### src/rtl/mce_pkg.sv
package mce_pkg;

    typedef enum logic [1:0] {
        ST_IDLE    = 2'd0,
        ST_BUSY    = 2'd1,
        ST_HIDDEN  = 2'd2,
        ST_VISIBLE = 2'd3
    } mce_state_e;

    localparam logic [9:0] OFS_PT_BASE = 10'h300;
    localparam logic [9:0] OFS_LSIZE   = 10'h340;
    localparam logic [9:0] OFS_DEST    = 10'h344;
    localparam logic [9:0] OFS_ADDR    = 10'h348;
    localparam logic [9:0] OFS_TRIG    = 10'h34C;
    localparam logic [9:0] OFS_REL     = 10'h350;
    localparam logic [9:0] OFS_WIPE    = 10'h354;
    localparam logic [9:0] OFS_STAT    = 10'h358;
    localparam logic [9:0] OFS_VER     = 10'h35C;
    localparam logic [9:0] OFS_PROT    = 10'h388;

    localparam int          STAT_ERR_BIT = 8;
    localparam logic [29:0] VERSION_VAL  = 30'h20201010;
    localparam logic [4:0]  PROT_RST     = 5'h0F;

    // Line configuration check: code 3 is reserved, and the address must be
    // a multiple of the line's byte count (16, 32 or 64).
    function automatic logic line_ok(input logic [1:0] lsz, input logic [5:0] low);
        logic ok;
        case (lsz)
            2'd0:    ok = (low[3:0] == 4'd0);
            2'd1:    ok = (low[4:0] == 5'd0);
            2'd2:    ok = (low[5:0] == 6'd0);
            default: ok = 1'b0;
        endcase
        return ok;
    endfunction

endpackage

### src/rtl/mce_regs.sv
module mce_regs
    import mce_pkg::*;
#(
    parameter int ADDR_W   = 10,
    parameter int DATA_W   = 32,
    parameter int PADDR_W  = 26,
    parameter int PT_WORDS = 16,
    parameter int IDX_W    = 4
) (
    input  logic              clk,
    input  logic              rst_n,
    input  logic              bus_we,
    input  logic [ADDR_W-1:0] bus_addr,
    input  logic [DATA_W-1:0] bus_wdata,
    output logic [DATA_W-1:0] bus_rdata,
    input  mce_state_e        state,
    input  logic              err,
    input  logic [IDX_W-1:0]  pt_idx,
    output logic [DATA_W-1:0] pt_data,
    output logic [1:0]        lsize,
    output logic              dest,
    output logic [PADDR_W-1:0] paddr,
    output logic [4:0]        prot,
    output logic              cmd_trig,
    output logic              cmd_rel,
    output logic              cmd_wipe,
    output logic              err_clr
);

    localparam int PT_OFS_W = IDX_W + 2;
    localparam logic [ADDR_W-1:0] A_PT    = ADDR_W'(OFS_PT_BASE);
    localparam logic [ADDR_W-1:0] A_LSIZE = ADDR_W'(OFS_LSIZE);
    localparam logic [ADDR_W-1:0] A_DEST  = ADDR_W'(OFS_DEST);
    localparam logic [ADDR_W-1:0] A_ADDR  = ADDR_W'(OFS_ADDR);
    localparam logic [ADDR_W-1:0] A_TRIG  = ADDR_W'(OFS_TRIG);
    localparam logic [ADDR_W-1:0] A_REL   = ADDR_W'(OFS_REL);
    localparam logic [ADDR_W-1:0] A_WIPE  = ADDR_W'(OFS_WIPE);
    localparam logic [ADDR_W-1:0] A_STAT  = ADDR_W'(OFS_STAT);
    localparam logic [ADDR_W-1:0] A_VER   = ADDR_W'(OFS_VER);
    localparam logic [ADDR_W-1:0] A_PROT  = ADDR_W'(OFS_PROT);

    logic [DATA_W-1:0] pt_mem [PT_WORDS];
    logic              pt_hit;
    logic [IDX_W-1:0]  bus_idx;

    assign pt_hit  = (bus_addr[ADDR_W-1:PT_OFS_W] == A_PT[ADDR_W-1:PT_OFS_W]);
    assign bus_idx = bus_addr[PT_OFS_W-1:2];

    // Command strobes: only a 1 in bit 0 of a command register counts.
    assign cmd_trig = bus_we && (bus_addr == A_TRIG) && bus_wdata[0];
    assign cmd_rel  = bus_we && (bus_addr == A_REL)  && bus_wdata[0];
    assign cmd_wipe = bus_we && (bus_addr == A_WIPE) && bus_wdata[0];
    assign err_clr  = bus_we && (bus_addr == A_STAT) && bus_wdata[STAT_ERR_BIT];

    always_ff @(posedge clk or negedge rst_n) begin
        if (!rst_n) begin
            for (int i = 0; i < PT_WORDS; i++) pt_mem[i] <= '0;
        end else if (bus_we && pt_hit) begin
            pt_mem[bus_idx] <= bus_wdata;
        end
    end

    always_ff @(posedge clk or negedge rst_n) begin
        if (!rst_n) begin
            lsize <= 2'd0;
            dest  <= 1'b0;
            paddr <= '0;
            prot  <= PROT_RST;
        end else if (bus_we) begin
            if (bus_addr == A_LSIZE) lsize <= bus_wdata[1:0];
            if (bus_addr == A_DEST)  dest  <= bus_wdata[0];
            if (bus_addr == A_ADDR)  paddr <= bus_wdata[PADDR_W-1:0];
            if (bus_addr == A_PROT)  prot  <= bus_wdata[4:0];
        end
    end

    assign pt_data = pt_mem[pt_idx];

    always_comb begin
        bus_rdata = '0;
        if (pt_hit) begin
            bus_rdata = pt_mem[bus_idx];
        end else begin
            case (bus_addr)
                A_LSIZE: bus_rdata[1:0]         = lsize;
                A_DEST:  bus_rdata[0]           = dest;
                A_ADDR:  bus_rdata[PADDR_W-1:0] = paddr;
                A_STAT: begin
                    bus_rdata[1:0]          = state;
                    bus_rdata[STAT_ERR_BIT] = err;
                end
                A_VER:   bus_rdata[29:0]        = VERSION_VAL;
                A_PROT:  bus_rdata[4:0]         = prot;
                default: bus_rdata              = '0;
            endcase
        end
    end

endmodule

### src/rtl/mce_fsm.sv
module mce_fsm
    import mce_pkg::*;
(
    input  logic       clk,
    input  logic       rst_n,
    input  logic       cmd_trig,
    input  logic       cmd_rel,
    input  logic       cmd_wipe,
    input  logic       err_clr,
    input  logic       cfg_ok,
    input  logic       eng_done,
    output mce_state_e state,
    output logic       err,
    output logic       eng_start,
    output logic       wipe,
    output logic       cap_en
);

    mce_state_e state_n;
    logic       bad;
    logic       launch;

    always_comb begin
        state_n = state;
        bad     = 1'b0;
        launch  = 1'b0;
        wipe    = 1'b0;
        unique case (state)
            ST_IDLE: begin
                if (cmd_trig) begin
                    if (cfg_ok) begin
                        state_n = ST_BUSY;
                        launch  = 1'b1;
                    end else begin
                        bad = 1'b1;
                    end
                end
                if (cmd_rel || cmd_wipe) bad = 1'b1;
            end
            ST_BUSY: begin
                if (eng_done) state_n = ST_HIDDEN;
                if (cmd_trig || cmd_rel || cmd_wipe) bad = 1'b1;
            end
            ST_HIDDEN: begin
                if (cmd_rel) state_n = ST_VISIBLE;
                if (cmd_trig || cmd_wipe) bad = 1'b1;
            end
            ST_VISIBLE: begin
                if (cmd_wipe) begin
                    state_n = ST_IDLE;
                    wipe    = 1'b1;
                end
                if (cmd_trig || cmd_rel) bad = 1'b1;
            end
        endcase
    end

    // State register
    always_ff @(posedge clk or negedge rst_n) begin
        if (!rst_n) state <= ST_IDLE;
        else        state <= state_n;
    end

    // Registered outputs
    always_ff @(posedge clk or negedge rst_n) begin
        if (!rst_n) begin
            eng_start <= 1'b0;
            err       <= 1'b0;
        end else begin
            eng_start <= launch;
            if (bad)          err <= 1'b1;
            else if (err_clr) err <= 1'b0;
        end
    end

    assign cap_en = (state == ST_BUSY);

endmodule

### src/rtl/mce_resbuf.sv
module mce_resbuf #(
    parameter int DATA_W = 32,
    parameter int WORDS  = 16,
    parameter int IDX_W  = 4
) (
    input  logic              clk,
    input  logic              rst_n,
    input  logic              wipe,
    input  logic              cap_en,
    input  logic              wr_en,
    input  logic [IDX_W-1:0]  wr_idx,
    input  logic [DATA_W-1:0] wr_data,
    input  logic              visible,
    input  logic [IDX_W-1:0]  rd_idx,
    output logic [DATA_W-1:0] rd_data
);

    logic [DATA_W-1:0] mem [WORDS];

    always_ff @(posedge clk or negedge rst_n) begin
        if (!rst_n) begin
            for (int i = 0; i < WORDS; i++) mem[i] <= '0;
        end else if (wipe) begin
            for (int i = 0; i < WORDS; i++) mem[i] <= '0;
        end else if (cap_en && wr_en) begin
            mem[wr_idx] <= wr_data;
        end
    end

    assign rd_data = visible ? mem[rd_idx] : '0;

endmodule

### src/rtl/mce_ctrl.sv
module mce_ctrl
    import mce_pkg::*;
#(
    parameter int ADDR_W    = 10,
    parameter int DATA_W    = 32,
    parameter int PADDR_W   = 26,
    parameter int LINE_BYTES = 64,
    localparam int WORDS    = LINE_BYTES / 4,
    localparam int IDX_W    = $clog2(WORDS)
) (
    input  logic               clk,
    input  logic               rst_n,
    input  logic               bus_we,
    input  logic [ADDR_W-1:0]  bus_addr,
    input  logic [DATA_W-1:0]  bus_wdata,
    output logic [DATA_W-1:0]  bus_rdata,
    output logic               eng_start,
    output logic [1:0]         eng_lsize,
    output logic [PADDR_W-1:0] eng_paddr,
    output logic               eng_dest,
    input  logic [IDX_W-1:0]   eng_pt_idx,
    output logic [DATA_W-1:0]  eng_pt_data,
    input  logic               eng_done,
    input  logic               eng_res_we,
    input  logic [IDX_W-1:0]   eng_res_idx,
    input  logic [DATA_W-1:0]  eng_res_data,
    output logic               mem_visible,
    input  logic [IDX_W-1:0]   mem_rd_idx,
    output logic [DATA_W-1:0]  mem_rd_data,
    output logic [2:0]         sec_level,
    output logic               dual_key_en,
    output logic               prot_sel
);

    mce_state_e state_q;
    logic       err_q;
    logic       cmd_trig, cmd_rel, cmd_wipe, err_clr;
    logic       cfg_ok, wipe, cap_en;
    logic [4:0] prot;

    mce_regs #(
        .ADDR_W(ADDR_W), .DATA_W(DATA_W), .PADDR_W(PADDR_W),
        .PT_WORDS(WORDS), .IDX_W(IDX_W)
    ) u_regs (
        .clk(clk), .rst_n(rst_n),
        .bus_we(bus_we), .bus_addr(bus_addr), .bus_wdata(bus_wdata),
        .bus_rdata(bus_rdata),
        .state(state_q), .err(err_q),
        .pt_idx(eng_pt_idx), .pt_data(eng_pt_data),
        .lsize(eng_lsize), .dest(eng_dest), .paddr(eng_paddr), .prot(prot),
        .cmd_trig(cmd_trig), .cmd_rel(cmd_rel), .cmd_wipe(cmd_wipe),
        .err_clr(err_clr)
    );

    assign cfg_ok = line_ok(eng_lsize, eng_paddr[5:0]);

    mce_fsm u_fsm (
        .clk(clk), .rst_n(rst_n),
        .cmd_trig(cmd_trig), .cmd_rel(cmd_rel), .cmd_wipe(cmd_wipe),
        .err_clr(err_clr), .cfg_ok(cfg_ok), .eng_done(eng_done),
        .state(state_q), .err(err_q), .eng_start(eng_start),
        .wipe(wipe), .cap_en(cap_en)
    );

    assign mem_visible = (state_q == ST_VISIBLE);

    mce_resbuf #(.DATA_W(DATA_W), .WORDS(WORDS), .IDX_W(IDX_W)) u_res (
        .clk(clk), .rst_n(rst_n),
        .wipe(wipe), .cap_en(cap_en),
        .wr_en(eng_res_we), .wr_idx(eng_res_idx), .wr_data(eng_res_data),
        .visible(mem_visible), .rd_idx(mem_rd_idx), .rd_data(mem_rd_data)
    );

    assign sec_level   = prot[2:0];
    assign dual_key_en = prot[3] && (prot[2:0] != 3'd0);
    assign prot_sel    = prot[4];

endmodule

### config.mk
export PLATFORM = sky130hd
export DESIGN_NAME = mce_ctrl
export DESIGN_NICKNAME = d
export VERILOG_FILES = /design/src/rtl/mce_pkg.sv /design/src/rtl/mce_regs.sv /design/src/rtl/mce_fsm.sv /design/src/rtl/mce_resbuf.sv /design/src/rtl/mce_ctrl.sv
export SDC_FILE = /design/constraint.sdc
export NUM_CORES = 2
export LEC_CHECK = 0
export CAP_MARGIN = 20
export CORE_ASPECT_RATIO = 2
export CORE_MARGIN = 2
export CORE_UTILIZATION = 45
export DETAILED_ROUTE_END_ITERATION = 10
export DONT_BUFFER_PORTS = 1
export GPL_ROUTABILITY_DRIVEN = 0
export PLACE_DENSITY = 0.63
export REMOVE_ABC_BUFFERS = 1
export SLEW_MARGIN = 40
export SYNTH_ARGS = -nofsm -noshare
export SYNTH_HDL_FRONTEND = slang
export SYNTH_HIERARCHICAL = 1
export SYNTH_SLANG_ARGS = --single-unit
### constraint.sdc
create_clock -name clk -period 3.3 [get_ports clk]
set_input_delay 0.66 -clock clk [delete_from_list [all_inputs] [get_ports clk]]
set_output_delay 0.66 -clock clk [all_outputs]
set_load 0.005 [all_outputs]
# --- Word-level counts from Yosys, hierarchy flattened ---
# Cells that the tools add are included.
word_totals:
  ff_bits: 1062
  output_inout_bits: 132
op_classes:
  order_cmp: 6
  eq_ne: 20
  n_mux: 47
  n_bitwise: 4
  reduce_logical: 30
ops:
  columns: ["op", "n"]
  rows:
  - ["bitwise mux 512 bit", 2]
  - ["two-way mux 512 bit", 2]
  - ["binary-select mux 32 bit (select 4 bit)", 3]
  - ["two-way mux 32 bit", 10]
  - ["demux 32 bit (select 4 bit)", 2]
  - ["== test 10 bit (second input constant)", 9]
  - ["case mux 17 bit (2 select lines)", 1]
  - [">= comparator 5 bit (second input constant)", 4]
  - ["NOT 4 -> 5 bit", 4]
  - ["logical AND 1 bit", 13]
  - ["two-way mux 1 bit", 13]
  - ["less-than comparator 5 x 1 -> 1 bit (second input constant)", 2]
  - ["two-way mux 2 bit", 5]
  - ["case mux 3 bit (3 select lines)", 1]
  - ["case mux 1 bit (4 select lines)", 2]
  - ["case mux 2 bit (4 select lines)", 1]
  - ["AND reduction 2 bit", 4]
  - ["== test 2 bit (second input constant)", 3]
  - ["zero test 6 bit", 1]
  - ["!= test 2 bit (second input constant)", 3]
  - ["zero test 5 bit", 1]
  - ["case mux 1 bit (5 select lines)", 1]
  - ["AND reduction 5 bit", 1]
  - ["== test 2 x 1 -> 1 bit (second input constant)", 2]
  - ["other kinds (11)", 17]

# --- Depth between registers and ports, before layout ---
depth:
  word_depth: 8
  ltp_mapped: 12
  ltp_nobuf: 8

# --- Hierarchy ---
# Netlist, hierarchy kept.
by_module_without_submodules:
  columns: ["mod", "n_inst", "cells_per_inst", "area_each_um2"]
  rows:
  - ["mce_regs", 1, 1756, 28640.0]
  - ["mce_resbuf", 1, 2110, 24093.1]
  - ["mce_fsm", 1, 28, 319.1]
  - ["mce_ctrl", 1, 6, 45.0]

# --- Worst setup path before layout ---
# Ideal clock, no wire load.
synth_timing:
  kind: "in2reg"
  startpoint: "input port bus_addr[5]"
  endpoint: "register u_res/mem[128] in the netlist's numbering"
  setup_ps: 132
  arrival_ps: 2995
  path_slack_ps: 173
  stages: 11
  path_buffers: 5
  path_cell_list: "buf_2 and3b_1 and3_1 nand2_1 nor4_1 and2_1 buf_4 clkbuf_1 buf_2 clkbuf_1 nor2_1"
synth_via:
  elab_chain_cells: 6
synth_rtl:
  columns: ["element", "line_no", "source"]
  rows:
  - ["start, declared", "mce_ctrl.sv:14", "input logic [ADDR_W-1:0] bus_addr,"]
  - ["== test 10 bit (*)", "mce_regs.sv:52", "assign cmd_wipe = bus_we && (bus_addr == A_WIPE) && bus_wdata[0];"]
  - ["logical AND 1 bit (*) (2 in series)", "mce_regs.sv:52", null]
  - ["named net cmd_wipe", "mce_ctrl.sv:37", "logic cmd_trig, cmd_rel, cmd_wipe, err_clr;"]
  - ["two-way mux 1 bit (*)", "mce_fsm.sv:49", "if (cmd_wipe) begin"]
  - ["two-way mux 1 bit (*)", "mce_fsm.sv:28", "unique case (state)"]
  - ["named net wipe", "mce_ctrl.sv:38", "logic cfg_ok, wipe, cap_en;"]
  - ["two-way mux 512 bit / nonzero test 2 bit (equally long branches)", null, null]
  - ["end signal, assigned by index", "mce_resbuf.sv:26", "mem[wr_idx] <= wr_data;"]
  - ["end, declared", "mce_resbuf.sv:18", "logic [DATA_W-1:0] mem [WORDS];"]
# The timed path passes the listed nets; every way through them passes the cells marked *.
# A chain may end at the register's enable or synchronous reset.

# --- Final worst setup path ---
layout_timing:
  startpoint: "input port bus_addr[2]"
  endpoint: "output port bus_rdata[5]"
layout_via:
  elab_chain_cells: 5
layout_rtl:
  columns: ["element", "line_no", "source"]
  rows:
  - ["NOT 4 -> 5 bit (not written as such)", "mce_regs.sv:82", "bus_rdata = pt_mem[bus_idx];"]
  - ["binary-select mux 32 bit (select 4 bit)", "mce_regs.sv:82", null]
  - ["two-way mux 32 bit (not written as such) (2 in series)", "mce_regs.sv:82", null]
  - ["two-way mux 32 bit (*)", "mce_regs.sv:81", "if (pt_hit) begin"]
  - ["end, declared", "mce_ctrl.sv:16", "output logic [DATA_W-1:0] bus_rdata,"]
# Every way passes the cells marked *; elsewhere a longest branch is shown, timed or not. The select of a mux whose other input is x is not followed.

==> summary.md <==
| Metric | Value |
|---|---|
| Total vias in the final route | `34,560` |
| Worst setup EP type | `primary output` |
| Failing checks | `negative hold slack` |
| Drt first pass iters | `6` |
| Footprint of the multi-input gates | `24,640 um^2` |
| Crit path max fanout | `roughly 140` |
| Clk slew on worst S/H paths | `approximately 0.060 ns` |
| Yosys warning count | `6` |
| Worst slew pin tran | `1.245 ns` |
| CP Launch Type | `input pin` |
| Initial core utilization | `0.4524` |
| First-pass GRT wire length | `240.4 mm` |
| Final WL | `161.3 mm` |
| Detail Placement HPWL | `99.19 mm` |
| Status | `finished, violations left` |
| Average size of a mapped cell | `13.61 um^2` |
| Unique masters post-synth | `78` |
| #FFs+latches synth | `approximately 1,100` |
| Fillers | `roughly 10,000` |
| Mapped cell area | `53,100 um^2` |
| Reg area | `26,580 um^2` |
| Hold Slack | `-0.3475 ns` |
| Via-to-Cell Ratio | `6.416` |
| Vias in the first global route | `36,660` |
| Final-stage net count | `between 3,000 and 4,000` |
| Post-route ant nets | `0` |
| Worst reg2reg path depth | `7` |
| Worst Skew | `0.01270 ns` |
| Io pins | `223` |
| Worst-Skew Late Latency | `a little under 0.7 ns` |
| Largest stage delay, worst path | `0.69 ns` |
| Final Cycle Share | `0.9923` |
| Fin. max-slew vios | `0` |
| Post-CTS Setup Inserts | `0` |
| Register area share after synthesis | `0.5006` |
| Wire per inst | `~30 um` |
| Primary FF master, synth | `dfrtp_1` |
| Clock sinks | `1,062` |
| Area grow syn2layout | `9.772%` |
| CTS tree | `yes` |
| Layout cells sized above 1 | `0.3211` |
| Width of the die | `246.9 um` |
| # Max-Cap Violations | `0` |
| CP required | `2.64 ns` |
| WP data arrival | `between 2 and 3 ns` |
| HP Class | `in -> async` |
| Final setup TNS | `0 ns` |
| Worst slew margin | `0.1703` |
| Metal-1 WL | `56.82 mm` |
| Critical path's slowest cell | `or4b_4` |
| Reg2reg start | `u_fsm/state[0]` |
| EDFF count, synth | `0` |
| CP Cell Sequence | `or4b_4, nor3_4, buf_6, a222oi_1, o21ai_0, buf_4` |
| Clk buf depth | `3` |
| Total CTS buffers | `between 90 and 100` |
| Initial antenna violation count | `1` |
| Crit path time final | `3.275 ns` |
| Post-route cell area | `58,290 um^2` |
| CTS root buf | `clkbuf_16` |
| Dpl cell area | `roughly 55,000 um^2` |
| Die extent in y | `just under 500 um` |
| Crit. Startpoint | `bus_addr[2]` |
| Final-report setup violation count | `0` |
| Largest net degree at the start of global routing | `246` |
| Asr flop ratio synth | `1.000` |
| Most common cell after layout, fill and taps aside | `dfrtp_1` |
| Mapped Cells | `slightly below 4,000` |
| Rows | `178` |
| CP Class | `in -> out` |
| Die area | `120,900 um^2` |
| Met3 Wirelength | `~11 mm` |
| GRT Total Usage | `0.2669` |
| Port bufs | `0` |
| Worst IR Drop VDD | `0.0005183 V` |
| PD cells | `605.2 nW/um^2` |
| DR DRC count | `0` |
| Leak | `around 0.027 uW` |
| Top sig layer | `met4` |
| Final Hold Fails | `202` |
| Final Core Density | `0.4966` |
| Met2 wire len | `~85 mm` |
| CTS Hold Bufs | `2` |
| Commonest non-fill, non-tap cells in the layout | `1,058 x dfrtp_1, 533 x mux2_2, 399 x mux2i_1, 296 x mux4_2, 274 x a22o_1` |
| RSZ-0062 raised after global routing | `false` |
| Iteration-0 DRC Markers | `2,731` |
| Fmax | `305.4 MHz` |
| GRT Residual Overflow | `0` |
| Core region area | `117,400 um^2` |
| H-tree Lvls | `3` |
-- Yosys cell counts (4+ instances only) --
library cell | count | area (um^2)
dfstp_2 | 4 | 105.1
a21oi_1 | 93 | 465.5
mux2_2 | 533 | 6002
nand2b_1 | 7 | 43.79
mux2_1 | 19 | 214.0
a22o_1 | 274 | 2400
a211oi_1 | 4 | 30.03
inv_1 | 5 | 18.77
nor2_1 | 147 | 551.8
and2_0 | 5 | 31.28
nand2_1 | 271 | 1017
buf_1 | 10 | 37.54
nor3_1 | 7 | 35.03
nand3_1 | 17 | 85.08
and3_1 | 4 | 25.02
mux4_2 | 296 | 6666
clkbuf_1 | 166 | 623.1
and2_1 | 19 | 118.9
a22oi_1 | 111 | 833.3
ha_1 | 5 | 62.56
o22ai_1 | 26 | 162.7
and4b_1 | 4 | 40.04
buf_6 | 25 | 281.5
buf_2 | 122 | 610.6
a222oi_1 | 18 | 180.2
nor2_2 | 9 | 56.30
nor2b_1 | 16 | 100.1
nor2_4 | 5 | 56.30
a221oi_1 | 11 | 96.34
o2bb2ai_1 | 21 | 183.9
mux2i_1 | 399 | 3994
and2b_1 | 7 | 52.55
o21ai_0 | 43 | 215.2
nand3b_1 | 4 | 30.03
nor4_1 | 5 | 31.28
buf_4 | 65 | 488.0
dfrtp_1 | 1058 | 26480
-- where the power goes --
part           total, uW  internal (uW)  switching [uW]  leakage (uW)
clock network      12200           6970            5200       0.00169
registers          17200          15600            1540        0.0144
logic               5940           3190            2740        0.0107
-- final timing paths --
kind | slack [ns] | endpoint
worst max-delay path | 0.03 | bus_rdata[5]
worst min-delay path | -0.35 | u_regs/pt_mem[248]
worst max register to register | 0.64 | u_res/mem[29]
worst min register to register | 0.49 | u_res/mem[472]
max in group asynchronous | 1.50 | u_res/mem[213]
min in group clk | 0.08 | u_res/mem[494]
-- through the flow --
| step | std cells | power (uW) | worst slack [ns] |
|---|---|---|---|
| after CTS | 5385 | 35470 | 0.04203 |
| after global placement | 5193 | 22860 | -0.1597 |
| after detailed placement | 5203 | 23220 | 0.01158 |
| final | 5387 | 35280 | 0.02529 |
| after floorplan | 3510 | 21200 | -4.942 |
| after global routing | 5387 | 36820 | 0.009488 |
-- layer usage --
metal | GRT usage | vias up
met1 | 0.2972 | 18350
met4 | 0.1237 | 0
li1 | - | 14420
met2 | 0.4832 | 1379
met3 | 0.05560 | 407
met5 | 0 | -
-- registers in the layout (all words and copies together), names as in the netlist --
signal and flops:
u_fsm/eng_start 1, u_fsm/err 1, u_fsm/state 2, u_regs/dest 1
u_regs/lsize 2, u_regs/paddr 26, u_regs/prot 5, u_regs/pt_mem 512
u_res/mem 512
-- area by class of cell --
type,count,share of cell area
flip-flops and latches,1062,0.4560
diodes,1,0.00004293
repair buffers,166,0.02950
inverters,5,0.0003220
well taps,1530,0.03284
clock inverters,40,0.009531
multi-input cells,2443,0.4228
clock buffers,140,0.04892
-- what timing repair did --
action / CTS / global route
gates resized for setup: 6 / 5
hold endpoints to repair: 257 / 202
setup endpoints to repair: 30 / 15
-- critical path: cells and delay by family --
kind | cells | cell delay [ns]
simple gates | 2 | 0.95
compound gates | 2 | 0.35
buf+inv | 2 | 0.43
-- kinds of logic (layout without fill, tap and decap cells) --
logic type | count (synthesis) | after routing | share of synthesized area
fa+ha+maj | 5 | 5 | 0.001178
buf+inv | 395 | 351 | 0.03898
simple gates | 568 | 568 | 0.05142
other cells | 0 | 1 | 0
flops | 1062 | 1062 | 0.5006
mux | 1248 | 1248 | 0.3181
compound gates | 622 | 622 | 0.08971
Power figures use the tool's default switching activity.
